$ cat src/rtl/iqf_pkg.sv
package iqf_pkg;
  // word slot within one burst; bit 0 = quadrature, bit 1 = channel B
  typedef enum logic [1:0] {
    SLOT_AI = 2'd0,
    SLOT_AQ = 2'd1,
    SLOT_BI = 2'd2,
    SLOT_BQ = 2'd3
  } slot_e;

  function automatic logic slot_is_i(input logic [1:0] s);
    return ~s[0];
  endfunction

  function automatic logic slot_is_a(input logic [1:0] s);
    return ~s[1];
  endfunction
endpackage

$ cat src/rtl/iqf_pend.sv
module iqf_pend #(
  parameter int PEND_MAX = 3
) (
  input  logic clk,
  input  logic rst,
  input  logic req_i,
  input  logic take_i,
  output logic has_o
);
  localparam int CW = $clog2(PEND_MAX + 1);
  localparam logic [CW-1:0] CMAX = CW'(PEND_MAX);

  logic [CW-1:0] cnt_q;

  always_ff @(posedge clk) begin
    if (rst) begin
      cnt_q <= '0;
    end else begin
      case ({req_i, take_i})
        2'b10:   if (cnt_q != CMAX) cnt_q <= cnt_q + 1'b1;
        2'b01:   cnt_q <= cnt_q - 1'b1;
        default: cnt_q <= cnt_q;
      endcase
    end
  end

  assign has_o = (cnt_q != '0);


  take_needs_req_chk: assert property (@(posedge clk) disable iff (rst)
    take_i |-> has_o);
endmodule

$ cat src/rtl/iqf_hold.sv
module iqf_hold #(
  parameter int DW = 16
) (
  input  logic          clk,
  input  logic          rst,
  input  logic          load_i,
  input  logic [DW-1:0] a_q_i,
  input  logic [DW-1:0] b_i_i,
  input  logic [DW-1:0] b_q_i,
  input  logic [1:0]    sel_i,
  output logic [DW-1:0] word_o
);
  localparam int NW = 3;

  logic [DW-1:0] src [NW];
  logic [DW-1:0] wq  [NW];

  assign src[0] = a_q_i;
  assign src[1] = b_i_i;
  assign src[2] = b_q_i;

  for (genvar g = 0; g < NW; g++) begin : g_slot
    always_ff @(posedge clk) begin
      if (rst)         wq[g] <= '0;
      else if (load_i) wq[g] <= src[g];
    end
  end

  always_comb begin
    case (sel_i)
      2'd1:    word_o = wq[0];
      2'd2:    word_o = wq[1];
      2'd3:    word_o = wq[2];
      default: word_o = '0;
    endcase
  end
endmodule

$ cat src/rtl/iqf_seq.sv
module iqf_seq
  import iqf_pkg::*;
#(
  parameter int DW = 16
) (
  input  logic          clk,
  input  logic          rst,
  input  logic          mode_div_i,
  input  logic          start_i,
  input  logic [DW-1:0] first_word_i,
  input  logic [DW-1:0] held_word_i,
  output logic [1:0]    next_slot_o,
  output logic          free_o,
  output logic [DW-1:0] dout_o,
  output logic          vld_o,
  output logic          iq_o,
  output logic          cha_o
);
  logic [1:0] slot_q;
  logic [1:0] last_slot;
  logic [1:0] nxt;

  assign last_slot   = mode_div_i ? SLOT_BQ : SLOT_AQ;
  assign nxt         = slot_q + 2'd1;
  assign next_slot_o = nxt;
  assign free_o      = !vld_o || (slot_q == last_slot);

  always_ff @(posedge clk) begin
    if (rst) begin
      slot_q <= SLOT_AI;
      vld_o  <= 1'b0;
      iq_o   <= 1'b0;
      cha_o  <= 1'b0;
      dout_o <= '0;
    end else if (start_i) begin
      slot_q <= SLOT_AI;
      vld_o  <= 1'b1;
      iq_o   <= 1'b1;
      cha_o  <= 1'b1;
      dout_o <= first_word_i;
    end else if (vld_o && slot_q != last_slot) begin
      slot_q <= nxt;
      vld_o  <= 1'b1;
      iq_o   <= slot_is_i(nxt);
      cha_o  <= slot_is_a(nxt);
      dout_o <= held_word_i;
    end else begin
      vld_o  <= 1'b0;
      iq_o   <= 1'b0;
      cha_o  <= 1'b0;
      dout_o <= '0;
    end
  end


  idle_flags_low_chk: assert property (@(posedge clk) disable iff (rst)
    !vld_o |-> (!cha_o && !iq_o));

  i_then_q_chk: assert property (@(posedge clk) disable iff (rst)
    (vld_o && iq_o) |=> (vld_o && !iq_o && (cha_o == $past(cha_o))));

  single_only_a_chk: assert property (@(posedge clk) disable iff (rst)
    (!mode_div_i && vld_o) |-> cha_o);

  a_then_b_chk: assert property (@(posedge clk) disable iff (rst)
    (mode_div_i && vld_o && cha_o && !iq_o) |=> (vld_o && !cha_o && iq_o));
endmodule

$ cat src/rtl/iq_out_fmt.sv
module iq_out_fmt #(
  parameter int DW       = 16,
  parameter int PEND_MAX = 3
) (
  input  logic          clk,
  input  logic          rst,
  input  logic          div_mode_i,
  input  logic          smp_rdy_i,
  input  logic [DW-1:0] a_i_i,
  input  logic [DW-1:0] a_q_i,
  input  logic          a_vld_i,
  output logic          a_rdy_o,
  input  logic [DW-1:0] b_i_i,
  input  logic [DW-1:0] b_q_i,
  input  logic          b_vld_i,
  output logic          b_rdy_o,
  output logic [DW-1:0] dout,
  output logic          dout_vld,
  output logic          dout_iq,
  output logic          dout_cha
);
  logic          mode_div_q;
  logic          has_req;
  logic          seq_free;
  logic          start;
  logic [1:0]    nslot;
  logic [DW-1:0] held_word;

  always_ff @(posedge clk) begin
    if (rst) mode_div_q <= div_mode_i;
  end

  assign start   = has_req && seq_free && a_vld_i && (!mode_div_q || b_vld_i);
  assign a_rdy_o = start;
  assign b_rdy_o = start && mode_div_q;

  iqf_pend #(.PEND_MAX(PEND_MAX)) u_pend (
    .clk    (clk),
    .rst    (rst),
    .req_i  (smp_rdy_i),
    .take_i (start),
    .has_o  (has_req)
  );

  iqf_hold #(.DW(DW)) u_hold (
    .clk    (clk),
    .rst    (rst),
    .load_i (start),
    .a_q_i  (a_q_i),
    .b_i_i  (b_i_i),
    .b_q_i  (b_q_i),
    .sel_i  (nslot),
    .word_o (held_word)
  );

  iqf_seq #(.DW(DW)) u_seq (
    .clk          (clk),
    .rst          (rst),
    .mode_div_i   (mode_div_q),
    .start_i      (start),
    .first_word_i (a_i_i),
    .held_word_i  (held_word),
    .next_slot_o  (nslot),
    .free_o       (seq_free),
    .dout_o       (dout),
    .vld_o        (dout_vld),
    .iq_o         (dout_iq),
    .cha_o        (dout_cha)
  );


  mode_frozen_chk: assert property (@(posedge clk) disable iff (rst)
    $past(!rst) |-> $stable(mode_div_q));

  a_rdy_gated_chk: assert property (@(posedge clk) disable iff (rst)
    a_rdy_o |-> a_vld_i);

  b_rdy_gated_chk: assert property (@(posedge clk) disable iff (rst)
    b_rdy_o |-> (mode_div_q && b_vld_i && a_rdy_o));
endmodule

$ cat config.mk
export PLATFORM = sky130hd
export DESIGN_NAME = iq_out_fmt
export DESIGN_NICKNAME = d
export VERILOG_FILES = /design/src/rtl/iqf_pkg.sv /design/src/rtl/iqf_pend.sv /design/src/rtl/iqf_hold.sv /design/src/rtl/iqf_seq.sv /design/src/rtl/iq_out_fmt.sv
export SDC_FILE = /design/constraint.sdc
export NUM_CORES = 1
export LEC_CHECK = 0
export BUFFER_PORTS_ARGS = -buffer_cell sky130_fd_sc_hd__buf_2
export CAP_MARGIN = 5
export CORE_MARGIN = 4
export CORE_UTILIZATION = 28
export CTS_CLUSTER_SIZE = 20
export DETAILED_ROUTE_END_ITERATION = 8
export SYNTH_ARGS = -nofsm -noshare
export SYNTH_HDL_FRONTEND = slang
export SYNTH_HIERARCHICAL = 1
export SYNTH_SLANG_ARGS = --single-unit
$ cat constraint.sdc
create_clock -name clk -period 3 [get_ports clk]
set_input_delay 0.6 -clock clk [delete_from_list [all_inputs] [get_ports clk]]
set_output_delay 0.6 -clock clk [all_outputs]
set_load 0.005 [all_outputs]
==> results_dict.tcl <==
set metrics [dict create \
    min_period_ns 2.61 \
    io_buffer_count 90 \
    pre_cts_setup_slack_ns 0.583 \
    finalCritPeriodShare 0.870 \
    clk_latency_ns 0.34 \
    finalClockSkew_ns 0.00673 \
    final_common_cell "buf_2" \
    master_of_the_slowest_instance_on_the_critical_path "edfxtp_1" \
    maximum_number_of_pins_on_one_net_before_global_route_repair 49 \
    clkSinkCount 72 \
    design.core.area_um2 10800 \
    cts_htree_levels 3 \
    clk_root_buffer_cell "clkbuf_8" \
    path_cells "xnor2_1 -> a21o_1 -> nand3_2 -> a21oi_2 -> buf_2" \
    design.die.area_um2 12900 \
    hold_buffers 0 \
    endpoint_kind "output pin" \
    tritoncts "yes" \
    detailedRoute.firstPassIterationCount 4 \
    critical_path_start_end_classification "reg -> out" \
    timing.fmax_ghz 0.383 \
    synthesis.nets 292 \
    cpPeakStageDelay_ns 0.47 \
    dieHeight_um 113 \
    asyncSetResetFlopFracSynth 0 \
    status "finished clean" \
    clock_pin_transition_on_the_worst_setup_and_hold_timing_paths_ns 0.07 \
    die_x_um 113 \
    p_leak_uw 0.00166 \
    max_slew_margin 0.526 \
    peakVddDrop_mv 0.157 \
    core.rowCount 38 \
    wire_length_of_the_first_global_routing_pass_um 10300 \
    track_usage 0.107 \
    power.density_cell_area_nw_per_um2 557 \
    synth.ff_latch_count 72 \
    post_synth_design_cell_area_um2 3110 \
    first_global_vias 2016 \
    diodes 0 \
    avgViaCountPerCell 4.27 \
    fin_util 0.355 \
    setup-tns-final_ns 0 \
    hold_class "in -> reg" \
    final_design_area_no_fill_um2 3850 \
    cts_made_buffers 9 \
    grt_setup_unrepaired "false" \
    layoutNonFillerInstCount 458 \
    max-clock-path-buffers 2 \
    route.vias.total 1957 \
    timing.final.hold_violations 0 \
    fin_nets 383 \
    synth_ff_type "edfxtp_1" \
    synth_cells 222 \
    total_of_fill_cells_in_the_finished_design 1075 \
    cts_resizes 0 \
    top_level_i_o_count 91 \
    mostFrequentLayoutCells "90 x buf_2, 49 x edfxtp_1, 48 x and2_1" \
    gpl.final_weighted_congestion 0.771 \
    dpl_wire_length_um 4730 \
    route.antenna.remaining_nets 0 \
    globalRoute.totalOverflow 0 \
    post-route-drc-count 0 \
    seq_area_frac_synth 0.621 \
    placed_cell_count 442 \
    initial_utilization 0.287 \
    max_cap_viol_count 0 \
    synthesis_warning_total 6 \
    post_synth_edffs 49 \
    worstPathArrival_ns 2.01 \
    synth.avg_cell_area_um2 14.0 \
    grt_antenna_before_repair 0 \
    dpl_cell_area_um2 3690 \
    final_layout_size_suffix_gt1_frac 0.425 \
    max_slew.worst_pin.slew_ns 0.709 \
    crit_required_ns 2.40 \
    drt_wl_total_um 6510 \
    setup_ws_ns 0.390 \
    setup_violations 0 \
    timing.critical_path.from_type "flop" \
    detail_route.iter0.violations 56 \
    postCtsSetupBuffers 0 \
    area_growth_pct 23.8 \
    crit_path_max_fanout 9 \
    route.detailed.wl_per_inst_um 14.2 \
    drv_slew 0 \
    synth.distinct_cells 38 \
]
==> where the power goes <==
| group | internal, µW | total [µW] | switching, µW |
|---|---|---|---|
| combinational | 163 | 311 | 148 |
| sequential | 1150 | 1180 | 31.3 |
| clock | 322 | 647 | 325 |
==> per-layer routing <==
layer / global-route usage / routed length, µm / share of wire / vias to the layer above
met5: 0 / 0 / 0 / -
met4: 0.0505 / 108 / 0.017 / 0
met3: 0.0324 / 392 / 0.060 / 8
met2: 0.167 / 3040 / 0.47 / 74
met1: 0.137 / 2970 / 0.46 / 894
li1: - / - / - / 981
==> Yosys cell counts, types with 2 or more instances <==
cell type,instances,share of area
or2_2,2,0.0040
edfxtp_1,49,0.47
a21oi_1,2,0.0032
o21a_1,2,0.0048
inv_1,5,0.0060
buf_2,2,0.0032
nor2b_1,2,0.0040
clkbuf_1,6,0.0072
and2_1,48,0.097
buf_6,4,0.014
nor2_1,2,0.0024
dfxtp_1,23,0.15
mux2_4,10,0.048
o21ai_0,2,0.0032
nand2_1,3,0.0036
mux2_2,6,0.022
a22o_1,32,0.090
nor2b_4,2,0.0089
==> final timing paths <==
path                   startpoint               end  slack (ns)  cells after the start
setup / recovery       mode_div_q           a_rdy_o        0.39                      5
hold / removal         div_mode_i        mode_div_q        0.44                      1
setup reg to reg       mode_div_q  u_seq/dout_o[10]        0.56                      7
hold reg to reg   u_pend/cnt_q[0]   u_pend/cnt_q[1]        0.52                      2
==> cell type report <==
cell class / count / area (µm²) / area share
Inverter: 5 / 18.8 / 0.00488
Tap cell: 140 / 175 / 0.0455
Timing Repair Buffer: 95 / 500 / 0.130
Sequential cell: 72 / 1930 / 0.502
Clock buffer: 14 / 153 / 0.0397
Multi-Input combinational cell: 130 / 1060 / 0.275
Clock inverter: 2 / 10.0 / 0.00260
==> worst max-delay path, delay by kind of cell, from the launching register on <==
| family | cells | cell delay, ns |
|---|---|---|
| AOI/OAI and AO/OA | 2 | 0.51 |
| DFF | 1 | 0.47 |
| xor gates and xnor gates | 1 | 0.41 |
| buffers and inverters | 1 | 0.19 |
| and+or+nand+nor | 1 | 0.10 |
==> stage by stage <==
| step | power, µW | hold slack (ns) |
|---|---|---|
| after global routing | 2260 | 0.412 |
| after CTS | 2180 | 0.417 |
| after floorplan | 1410 | 0.475 |
| final | 2140 | 0.443 |
| after global placement | 1520 | 0.489 |
| after detailed placement | 1530 | 0.519 |
==> cells by family (layout without fill, tap and decap cells) <==
group | Yosys count | after routing | synth area share
xor gates and xnor gates | 2 | 2 | 0.00563
DFF | 72 | 72 | 0.621
muxes | 17 | 17 | 0.0732
AOI/OAI and AO/OA | 44 | 44 | 0.121
buffers and inverters | 20 | 116 | 0.0402
and+or+nand+nor | 67 | 67 | 0.139
==> registers in the layout, indices dropped and copies added, names as in the netlist <==
signal	cells
u_seq/slot_q	2
u_hold/wq	48
u_seq/dout_o	16
u_pend/cnt_q	2
mode_div_q	1
u_seq/vld_o	1
u_seq/iq_o	1
u_seq/cha_o	1
No activity file was read; power rests on OpenSTA's default activity.
